--- src/rtl/idx_ea_pkg.sv ---
package idx_ea_pkg;
  typedef enum logic [2:0] {
    M_C5, M_C9, M_C16, M_I16, M_AUTO, M_ACC, M_IACC
  } mode_e;

  typedef struct packed {
    mode_e      mode;
    logic [1:0] rr;
    logic [4:0] n5;
    logic [3:0] n4;
    logic       pre;
    logic [1:0] acc;
    logic       sgn9;
    logic [1:0] ext_cnt;
    logic       indirect;
    logic       wb_en;
  } dec_t;

  typedef enum logic [1:0] {ST_IDLE, ST_READ, ST_DONE} state_e;

  localparam logic [1:0] RR_X  = 2'b00;
  localparam logic [1:0] RR_Y  = 2'b01;
  localparam logic [1:0] RR_SP = 2'b10;
  localparam logic [1:0] RR_PC = 2'b11;
endpackage

--- src/rtl/idx_postbyte_decode.sv ---
module idx_postbyte_decode
  import idx_ea_pkg::*;
(
  input  logic [7:0] postbyte_i,
  output dec_t       dec_o
);
  always_comb begin
    dec_o      = '0;
    dec_o.mode = M_C5;
    dec_o.n5   = postbyte_i[4:0];
    dec_o.n4   = postbyte_i[3:0];
    dec_o.pre  = ~postbyte_i[4];
    dec_o.acc  = postbyte_i[1:0];
    dec_o.sgn9 = postbyte_i[0];
    if (postbyte_i[7:5] != 3'b111) begin
      dec_o.rr = postbyte_i[7:6];
      if (postbyte_i[5]) begin
        // rr==PC here would need prefix 111, so it never reaches this branch
        dec_o.mode  = M_AUTO;
        dec_o.wb_en = 1'b1;
      end
    end else begin
      dec_o.rr = postbyte_i[4:3];
      if (!postbyte_i[2]) begin
        unique case (postbyte_i[1:0])
          2'b00, 2'b01: begin dec_o.mode = M_C9;  dec_o.ext_cnt = 2'd1; end
          2'b10:        begin dec_o.mode = M_C16; dec_o.ext_cnt = 2'd2; end
          default: begin
            dec_o.mode     = M_I16;
            dec_o.ext_cnt  = 2'd2;
            dec_o.indirect = 1'b1;
          end
        endcase
      end else if (postbyte_i[1:0] == 2'b11) begin
        dec_o.mode     = M_IACC;
        dec_o.indirect = 1'b1;
      end else begin
        dec_o.mode = M_ACC;
      end
    end
  end
endmodule

--- src/rtl/idx_ea_calc.sv ---
module idx_ea_calc
  import idx_ea_pkg::*;
#(
  parameter int BYTE_W = 8,
  localparam int AW    = 2 * BYTE_W
) (
  input  dec_t              dec_i,
  input  logic [BYTE_W-1:0] ext0_i,
  input  logic [BYTE_W-1:0] ext1_i,
  input  logic [AW-1:0]     x_i,
  input  logic [AW-1:0]     y_i,
  input  logic [AW-1:0]     sp_i,
  input  logic [AW-1:0]     pc_i,
  input  logic [BYTE_W-1:0] a_i,
  input  logic [BYTE_W-1:0] b_i,
  output logic [AW-1:0]     addr_o,
  output logic [AW-1:0]     wb_data_o
);
  logic [AW-1:0] base, offs, adj;

  always_comb begin
    unique case (dec_i.rr)
      RR_X:    base = x_i;
      RR_Y:    base = y_i;
      RR_SP:   base = sp_i;
      default: base = pc_i;
    endcase
  end

  // two's complement code, non-negative codes shifted up by one
  assign adj = dec_i.n4[3] ? {{(AW-4){1'b1}}, dec_i.n4}
                           : {{(AW-4){1'b0}}, dec_i.n4} + AW'(1);

  always_comb begin
    unique case (dec_i.mode)
      M_C5:    offs = {{(AW-5){dec_i.n5[4]}}, dec_i.n5};
      M_C9:    offs = {{(AW-BYTE_W){dec_i.sgn9}}, ext0_i};
      M_C16,
      M_I16:   offs = {ext0_i, ext1_i};
      M_AUTO:  offs = dec_i.pre ? adj : '0;
      M_ACC: begin
        unique case (dec_i.acc)
          2'b00:   offs = {{(AW-BYTE_W){1'b0}}, a_i};
          2'b01:   offs = {{(AW-BYTE_W){1'b0}}, b_i};
          default: offs = {a_i, b_i};
        endcase
      end
      default: offs = {a_i, b_i};
    endcase
  end

  assign addr_o    = base + offs;
  assign wb_data_o = base + adj;
endmodule

--- src/rtl/idx_ea_unit.sv ---
module idx_ea_unit
  import idx_ea_pkg::*;
#(
  parameter int BYTE_W = 8,
  localparam int AW    = 2 * BYTE_W
) (
  input  logic              clk_i,
  input  logic              rst_ni,
  input  logic              start_i,
  input  logic [7:0]        postbyte_i,
  input  logic [BYTE_W-1:0] ext0_i,
  input  logic [BYTE_W-1:0] ext1_i,
  input  logic [AW-1:0]     x_i,
  input  logic [AW-1:0]     y_i,
  input  logic [AW-1:0]     sp_i,
  input  logic [AW-1:0]     pc_i,
  input  logic [BYTE_W-1:0] a_i,
  input  logic [BYTE_W-1:0] b_i,
  output logic              rd_req_o,
  output logic [AW-1:0]     rd_addr_o,
  input  logic              rd_valid_i,
  input  logic [AW-1:0]     rd_data_i,
  output logic              done_o,
  output logic [AW-1:0]     ea_o,
  output logic [1:0]        ext_cnt_o,
  output logic              wb_valid_o,
  output logic [1:0]        wb_sel_o,
  output logic [AW-1:0]     wb_data_o
);
  dec_t          dec;
  logic [AW-1:0] calc_addr, calc_wb;
  state_e        state_q;
  logic [AW-1:0] ea_q, rd_addr_q, wb_data_q;
  logic [1:0]    ext_q, wb_sel_q;
  logic          wb_pend_q;

  idx_postbyte_decode u_dec (
    .postbyte_i (postbyte_i),
    .dec_o      (dec)
  );

  idx_ea_calc #(.BYTE_W(BYTE_W)) u_calc (
    .dec_i     (dec),
    .ext0_i    (ext0_i),
    .ext1_i    (ext1_i),
    .x_i       (x_i),
    .y_i       (y_i),
    .sp_i      (sp_i),
    .pc_i      (pc_i),
    .a_i       (a_i),
    .b_i       (b_i),
    .addr_o    (calc_addr),
    .wb_data_o (calc_wb)
  );

  always_ff @(posedge clk_i or negedge rst_ni) begin
    if (!rst_ni) begin
      state_q   <= ST_IDLE;
      ea_q      <= '0;
      rd_addr_q <= '0;
      wb_data_q <= '0;
      ext_q     <= '0;
      wb_sel_q  <= '0;
      wb_pend_q <= 1'b0;
    end else begin
      unique case (state_q)
        ST_IDLE: if (start_i) begin
          ext_q     <= dec.ext_cnt;
          wb_sel_q  <= dec.rr;
          wb_data_q <= calc_wb;
          wb_pend_q <= dec.wb_en;
          if (dec.indirect) begin
            rd_addr_q <= calc_addr;
            state_q   <= ST_READ;
          end else begin
            ea_q    <= calc_addr;
            state_q <= ST_DONE;
          end
        end
        ST_READ: if (rd_valid_i) begin
          ea_q    <= rd_data_i;
          state_q <= ST_DONE;
        end
        default: state_q <= ST_IDLE;
      endcase
    end
  end

  assign done_o     = (state_q == ST_DONE);
  assign rd_req_o   = (state_q == ST_READ);
  assign rd_addr_o  = rd_addr_q;
  assign ea_o       = ea_q;
  assign ext_cnt_o  = ext_q;
  assign wb_valid_o = done_o & wb_pend_q;
  assign wb_sel_o   = wb_sel_q;
  assign wb_data_o  = wb_data_q;

  p_req_hold_r10: assert property (@(posedge clk_i) disable iff (!rst_ni)
    (rd_req_o && !rd_valid_i) |=> (rd_req_o && $stable(rd_addr_o)));
  p_ptr_result_r10: assert property (@(posedge clk_i) disable iff (!rst_ni)
    (rd_req_o && rd_valid_i) |=> (done_o && !rd_req_o && ea_o == $past(rd_data_i)));
  p_done_pulse_r10: assert property (@(posedge clk_i) disable iff (!rst_ni)
    done_o |=> !done_o);
  p_wb_not_pc_r6: assert property (@(posedge clk_i) disable iff (!rst_ni)
    wb_valid_o |-> (wb_sel_o != RR_PC));
  p_busy_start_r11: assert property (@(posedge clk_i) disable iff (!rst_ni)
    (rd_req_o && start_i && !rd_valid_i) |=> (rd_req_o && $stable(rd_addr_o)));
  p_ext_range_r4: assert property (@(posedge clk_i) disable iff (!rst_ni)
    done_o |-> (ext_cnt_o != 2'd3));
endmodule

--- config.mk ---
export PLATFORM = sky130hd
export DESIGN_NAME = idx_ea_unit
export DESIGN_NICKNAME = d
export VERILOG_FILES = /design/src/rtl/idx_ea_pkg.sv /design/src/rtl/idx_postbyte_decode.sv /design/src/rtl/idx_ea_calc.sv /design/src/rtl/idx_ea_unit.sv
export SDC_FILE = /design/constraint.sdc
export NUM_CORES = 1
export LEC_CHECK = 0
export BUFFER_PORTS_ARGS = -buffer_cell sky130_fd_sc_hd__buf_2
export CORE_UTILIZATION = 40
export CTS_CLUSTER_SIZE = 8
export DETAILED_ROUTE_END_ITERATION = 7
export PLACE_DENSITY_LB_ADDON = 0.05
export SETUP_SLACK_MARGIN = 0.2
export SLEW_MARGIN = 20
export SYNTH_ARGS = -nofsm -noshare
export SYNTH_HDL_FRONTEND = slang
export SYNTH_SLANG_ARGS = --single-unit
--- constraint.sdc ---
create_clock -name clk_i -period 2 [get_ports clk_i]
set_clock_uncertainty 0.2 [all_clocks]
set_input_delay 0.2 -clock clk_i [delete_from_list [all_inputs] [get_ports clk_i]]
set_output_delay 0.2 -clock clk_i [all_outputs]
set_load 0.02 [all_outputs]
Yosys cells after proc, flatten, opt, wreduce, memory -nomap -nowiden
Index checks and enable logic that the tools add are counted.
{"block": "totals", "wordCells": 65, "ff_bits": 55, "output_inout_bits": 55}
{"block": "op_classes", "reduce_logical": 12, "add_sub_neg": 3, "bitwise": 1, "mux": 26, "eq_ne": 16}
{"cell": "$mux 16", "n": 5}
{"cell": "$pmux 16 s5", "n": 1}
{"cell": "$pmux 16 s2", "n": 2}
{"cell": "$pmux 16 s3", "n": 1}
{"cell": "$add 16x16->16", "n": 2}
{"cell": "$mux 2", "n": 6}
{"cell": "$mux 3", "n": 3}
{"cell": "$eq 2x2->1 const B", "n": 4}
{"cell": "$pmux 2 s2", "n": 2}
{"cell": "$eq 2x1->1 const B", "n": 3}
{"cell": "$eq 3x2->1 const B", "n": 2}
{"cell": "$eq 3x3->1 const B", "n": 2}
{"cell": "$logic_not 2->1", "n": 3}
{"cell": "$add 4x1->5 const B", "n": 1}
{"cell": "$mux 1", "n": 5}
{"cell": "$mux 5", "n": 1}
{"cell": "$ne 2x2->1 const B", "n": 2}
{"cell": "$reduce_and 2->1", "n": 2}
{"cell": "$reduce_and 4->1", "n": 1}
{"cell": "$reduce_or 2->1", "n": 2}
{"cell": "$eq 3x1->1 const B", "n": 1}
{"cell": "$logic_not 3->1", "n": 1}
{"cell": "$ne 3x3->1 const B", "n": 1}
{"cell": "$reduce_and 3->1", "n": 1}
{"cell": "4 further kinds", "n": 4}

Longest topological paths before layout
{"block": "depth", "ltp_word": 12, "ltp_mapped": 20, "depth_no_buf": 19}

By module
A second synthesis with hierarchy kept.
{"block": "hier_totals", "cells_unflattened": 481, "hier_area_um2": 4889.7}
{"mod": "idx_ea_calc", "seq_area_each_um2": 0.0, "area_each_um2": 2393.5, "instances": 1, "cells_per_inst": 311}
{"mod": "idx_ea_unit", "seq_area_each_um2": 1376.3, "area_each_um2": 2317.2, "instances": 1, "cells_per_inst": 141}
{"mod": "idx_postbyte_decode", "seq_area_each_um2": 0.0, "area_each_um2": 178.9, "instances": 1, "cells_per_inst": 29}

Least setup slack after synthesis
Ideal clock, no wire load.
{"block": "synth_timing", "path_type": "input to register", "start": "input postbyte_i[0]", "end": "register rd_addr_q[14], in the netlist rd_addr_o[14]", "cell_stages": 20, "path_slack_ns": -1.739, "setup_time_ns": 0.131, "t_arrival_ns": 3.408, "cell_sequence": "inv_1 -> ha_1 -> mux2_4 -> nand2b_4 -> buf_6 -> a221o_1 -> o21ai_0 -> o21ai_0 -> a311oi_1 -> a31oi_1 -> ha_1 -> inv_1 -> fa_1 -> nor2b_1 -> o31a_1 -> o41ai_1 -> a31oi_1 -> a31oi_1 -> xor2_1 -> o21ai_1"}
{"block": "synth_between", "elab_chain_len": 9, "word_cells_on_any_way": 28}
{"item": "start: declaration", "line_no": "idx_ea_unit.sv:10", "text": "input logic [7:0] postbyte_i,"}
{"item": "$eq 2x1->1 or $logic_not 2->1 (tied branches)", "line_no": "idx_postbyte_decode.sv:25, idx_ea_calc.sv:42"}
{"item": "$reduce_or 2->1", "line_no": "idx_postbyte_decode.sv:25", "text": "unique case (postbyte_i[1:0])"}
{"item": "$pmux 2 s2", "line_no": "idx_postbyte_decode.sv:25"}
{"item": "$mux 3", "line_no": "idx_postbyte_decode.sv:24", "text": "if (!postbyte_i[2]) begin"}
{"item": "$mux 5", "line_no": "idx_postbyte_decode.sv:15", "text": "if (postbyte_i[7:5] != 3'b111) begin"}
{"item": "$eq 3x2->1", "line_no": "idx_ea_calc.sv:35", "text": "unique case (dec_i.mode)"}
{"item": "$reduce_or 2->1", "line_no": "idx_ea_calc.sv:35"}
{"item": "$pmux 16 s5", "line_no": "idx_ea_calc.sv:35"}
{"item": "$add 16x16->16", "line_no": "idx_ea_calc.sv:52", "text": "assign addr_o = base + offs;"}
{"item": "end signal: assignment", "line_no": "idx_ea_unit.sv:73", "text": "rd_addr_q <= calc_addr;"}
{"item": "end: declaration", "line_no": "idx_ea_unit.sv:33", "text": "logic [AW-1:0] ea_q, rd_addr_q, wb_data_q;"}
Several ways; a longest one is shown, not always the timed one.
A chain may end at the register's enable or synchronous reset.

Final worst setup path
{"block": "layout_timing", "start": "input postbyte_i[0]", "end": "register ea_q[8], in the netlist ea_o[8]"}
{"block": "layout_between", "elab_chain_len": 12, "word_cells_on_any_way": 32}
{"item": "$eq 2x1->1 or $logic_not 2->1 (tied branches)", "line_no": "idx_postbyte_decode.sv:25, idx_ea_calc.sv:42"}
{"item": "$reduce_or 2->1", "line_no": "idx_postbyte_decode.sv:25"}
{"item": "$pmux 2 s2", "line_no": "idx_postbyte_decode.sv:25"}
{"item": "$mux 3", "line_no": "idx_postbyte_decode.sv:24"}
{"item": "$mux 5", "line_no": "idx_postbyte_decode.sv:15"}
{"item": "$eq 3x2->1", "line_no": "idx_ea_calc.sv:35"}
{"item": "$reduce_or 2->1", "line_no": "idx_ea_calc.sv:35"}
{"item": "$pmux 16 s5", "line_no": "idx_ea_calc.sv:35"}
{"item": "$add 16x16->16", "line_no": "idx_ea_calc.sv:52"}
{"item": "$mux 16", "line_no": "idx_ea_unit.sv:72", "text": "if (dec.indirect) begin"}
{"item": "$mux 16", "line_no": "idx_ea_unit.sv:67", "text": "ST_IDLE: if (start_i) begin"}
{"item": "$pmux 16 s2", "line_no": "idx_ea_unit.sv:66", "text": "unique case (state_q)"}
{"item": "end signal: assignment", "line_no": "idx_ea_unit.sv:76", "text": "ea_q <= calc_addr;"}
{"item": "end signal: assignment", "line_no": "idx_ea_unit.sv:81", "text": "ea_q <= rd_data_i;"}
{"item": "end: declaration", "line_no": "idx_ea_unit.sv:33"}
Several ways; a longest one is shown, not always the timed one. The select of a mux whose other input is x is not followed.

==> impl_metrics.prom <==
# TYPE chip_impl_metric gauge
chip_impl_info{name="synth_flop_cell",value="dfrtp_1"} 1
chip_impl_metric{name="pre_cts_ws",unit="ns"} -2.09
chip_impl_metric{name="detail_route.drc_violations",unit=""} 13
chip_impl_metric{name="detail_route.vias_per_cell",unit=""} 5.41
chip_impl_info{name="crit_path_cell_trace",value="buf_12 > inv_12 > buf_8 > ha_4 > nor3_2 > buf_4 > nor3b_4 > buf_6 > a311oi_2 > a31oi_1 > ha_2 > inv_2 > fa_2 > nor2b_2 > o31a_1 > buf_4 > nor4_4 > o31ai_2 > xor2_1 > buf_4 > nand2_1 > a31oi_1"} 1
chip_impl_metric{name="syn_inst",unit=""} 547
chip_impl_metric{name="postSynthAreaPerCell",unit="µm²"} 8.77
chip_impl_metric{name="largest_stage_delay_on_the_critical_path",unit="ns"} 0.34
chip_impl_info{name="cts_tree",value="yes"} 1
chip_impl_info{name="cells_taking_the_most_area_after_synthesis",value="dfrtp_1, ha_1, nand2_1"} 1
chip_impl_metric{name="worstRegToRegCells",unit=""} 6
chip_impl_metric{name="floorplan.die.width",unit="µm"} 112
chip_impl_info{name="start_kind",value="primary input"} 1
chip_impl_metric{name="io-pin-count",unit=""} 179
chip_impl_metric{name="initial_core_utilization",unit=""} 0.415
chip_impl_metric{name="synth-async-reset-ratio",unit=""} 1.00
chip_impl_info{name="setup.worst_path.class",value="primary input to flip-flop"} 1
chip_impl_metric{name="cp.depth",unit=""} 22
chip_impl_info{name="synth_largest_area_cell",value="dfrtp_1"} 1
chip_impl_metric{name="worstSkewPairLatency",unit="ns"} 0.31
chip_impl_metric{name="first_pass_iters",unit=""} 7
chip_impl_metric{name="drive_above_1_share",unit=""} 0.573
chip_impl_metric{name="die-area",unit="µm²"} 12400
chip_impl_metric{name="hold_viol",unit=""} 0
chip_impl_metric{name="initialDrtViolationCount",unit=""} 395
chip_impl_metric{name="cp.buffers_inverters",unit=""} 8
chip_impl_metric{name="setup_violations",unit=""} 47
chip_impl_metric{name="n_antenna_cell",unit=""} 0
chip_impl_metric{name="detail_route_antenna_nets",unit=""} 0
chip_impl_metric{name="vdd.ir_drop.worst",unit="µV"} 498
chip_impl_metric{name="wire_length_of_the_first_global_routing_pass",unit="µm"} 28500
chip_impl_metric{name="arrival",unit="ns"} 3.48
chip_impl_metric{name="cts_max_level",unit=""} 2
chip_impl_info{name="critical_path_sink_type",value="flip-flop"} 1
chip_impl_metric{name="clock_tree.buffer_depth",unit=""} 2
chip_impl_metric{name="post-route-min-period",unit="ns"} 3.45
chip_impl_metric{name="route.detailed.wl_per_inst",unit="µm"} 17.4
chip_impl_metric{name="synth_top_area_frac",unit=""} 0.287
chip_impl_metric{name="cap_viol_max_count",unit=""} 0
chip_impl_metric{name="antenna_violations_before_repair",unit=""} 0
chip_impl_metric{name="place.port_buffers",unit=""} 178
chip_impl_info{name="rsz0062_at_grt",value="true"} 1
chip_impl_metric{name="synth_edf_count",unit=""} 0
chip_impl_metric{name="seq_area_frac_synth",unit=""} 0.287
chip_impl_metric{name="synth.net_count",unit=""} 709
chip_impl_metric{name="yosysUniqueCellTypes",unit=""} 64
chip_impl_info{name="most-common-layout-cells",value="buf_2, buf_4, nand2_1"} 1
chip_impl_metric{name="max-slew-margin-rel",unit=""} 0.681
chip_impl_info{name="crit_path_frequent_cell",value="buf_4"} 1
chip_impl_metric{name="hold_path_depth",unit=""} 4
chip_impl_metric{name="tcrit_tclk_final",unit=""} 1.73
chip_impl_metric{name="p_leak",unit="nW"} 4.07
chip_impl_info{name="violated_checks",value="design-rule violations, negative setup slack"} 1
chip_impl_metric{name="detail_route.wirelength",unit="µm"} 18400
chip_impl_metric{name="power-per-cell-area",unit="nW/µm²"} 791
chip_impl_metric{name="area_delta_synth_final",unit="%"} 76.3
chip_impl_metric{name="worst-path-max-fanout",unit=""} 5
chip_impl_metric{name="gr-usage-all-layers",unit=""} 0.293
chip_impl_metric{name="detailedPlacementHpwl",unit="µm"} 14500
chip_impl_metric{name="finalCoreUtilization",unit=""} 0.732
chip_impl_metric{name="dr_total_vias",unit=""} 5730
chip_impl_metric{name="floorplan.die.height",unit="µm"} 112
chip_impl_metric{name="layout.nets",unit=""} 1077
chip_impl_metric{name="std_cell_rows",unit=""} 39
chip_impl_metric{name="maximum_number_of_pins_on_one_net_before_global_route_repair",unit=""} 41
chip_impl_metric{name="synth_seq_cells",unit=""} 55
chip_impl_metric{name="post_synth_instance_area",unit="µm²"} 4800
chip_impl_metric{name="final_max_slew_viol_count",unit=""} 0
chip_impl_info{name="min-delay-path-class",value="primary input to flip-flop"} 1
chip_impl_metric{name="worst-slew-pin-transition",unit="ns"} 0.478
chip_impl_metric{name="grt_overflow",unit=""} 0
chip_impl_info{name="critPathTopFamily",value="buffers and inverters"} 1
chip_impl_metric{name="fmax",unit="MHz"} 290
chip_impl_metric{name="vias_in_the_first_global_route",unit=""} 5786
chip_impl_metric{name="hold_ws",unit="ns"} 0.0318
chip_impl_metric{name="cts_inserted_buffers",unit=""} 5
chip_impl_metric{name="cts_sinks",unit=""} 55
chip_impl_info{name="run_status",value="complete, but fails checks"} 1
chip_impl_metric{name="core_area",unit="µm²"} 11600
chip_impl_metric{name="clock_transition_at_the_registers_of_the_reported_paths",unit="ns"} 0.08
chip_impl_info{name="layout_commonest_cell",value="buf_2"} 1
chip_impl_metric{name="worst-endpoint-required",unit="ns"} 2.03
chip_impl_metric{name="yosys_warnings",unit=""} 0
chip_impl_metric{name="final.fill_count",unit=""} 888
chip_impl_info{name="crit_slowest_cell",value="fa_2"} 1
chip_impl_info{name="cts-root-buf",value="clkbuf_16"} 1
chip_impl_metric{name="routabilityCongestion",unit=""} 0.899
chip_impl_metric{name="worst_slack",unit="ns"} -1.45
path summary, 6_finish.rpt:
kind	startpoint	endpoint	slack [ns]
worst max-delay path	postbyte_i[0]	ea_o[8]	-1.45
worst min-delay path	rd_data_i[9]	ea_o[9]	0.03
worst max register to register	state_q[0]	ea_o[3]	0.19
worst min register to register	rd_addr_o[4]	rd_addr_o[4]	0.28
max in group asynchronous	rst_ni	rd_addr_o[4]	0.77
min in group asynchronous	rst_ni	wb_sel_o[0]	0.17
cell families after synthesis:
group,count (synthesis),synth area share
fa+ha+maj,38,0.102
xor+xnor,28,0.0511
buf+inv,40,0.0355
compound gates,177,0.255
simple gates,185,0.173
mux,24,0.0960
flops,55,0.287
per-stage QoR:
step	area (µm²)	setup TNS (ns)	cells	power (mW)
after floorplan	4980	-45.08	547	3.54
after global placement	7140	-65.79	1004	4.93
after detailed placement	7140	-67.97	1004	5.00
after CTS	8110	-43.93	1048	6.41
after global routing	8460	-51.07	1059	7.10
final	8460	-45.25	1059	6.70
tightest hold or removal path: stages:
cell and delay, ns:
buf_2 0.08, nand2_1 0.04, o211ai_1 0.08, o21a_1 0.12
routing by layer:
metal	up-vias	part of all wire	track usage
met1	2733	0.42	0.361
li1	2759	-	-
met4	0	0.028	0.100
met3	38	0.056	0.0533
met5	-	0	0
met2	200	0.50	0.515
report_power, final:
group          switching, mW  internal, mW
clock                  0.447         0.472
sequential             0.178          1.46
combinational           2.18          1.97
total                   2.80          3.90
sequential cells by signal, summed over array words and instances, names as in the netlist:
signal,count
wb_sel_o,2
ext_cnt_o,2
rd_addr_o,16
ea_o,16
state_q,2
wb_data_o,16
wb_pend_q,1
repair_timing:
action                                  CTS  global route
pin swaps                                71            48
hold endpoints to repair                 35             0
buffers inserted                         20            11
endpoints found under the setup margin   50            48
hold buffers                             16             0
gates resized for setup                 110            50
synth_stat cells (all sizes together) (9+ instances only):
cell type and count:
clkbuf 17, ha 36, mux4 16, xnor2 11
o211ai 11, inv 12, o21ai 46, a21oi 30
nor2 31, a31oi 16, xor2 17, buf 10
nor3 9, and2 11, nand2 100, a21o 9
dfrtp 55, o21a 9
cell type report:
| type | count | area, µm² | share of cell area |
|---|---|---|---|
| clock buffers | 5 | 125 | 0.0148 |
| inverters | 13 | 63.8 | 0.00754 |
| flip-flops and latches | 55 | 1380 | 0.163 |
| multi-input cells | 452 | 4010 | 0.474 |
| well taps | 143 | 179 | 0.0211 |
| clock inverters | 3 | 23.8 | 0.00281 |
| repair buffers | 388 | 2680 | 0.317 |
(Power assumes the default switching activity.)
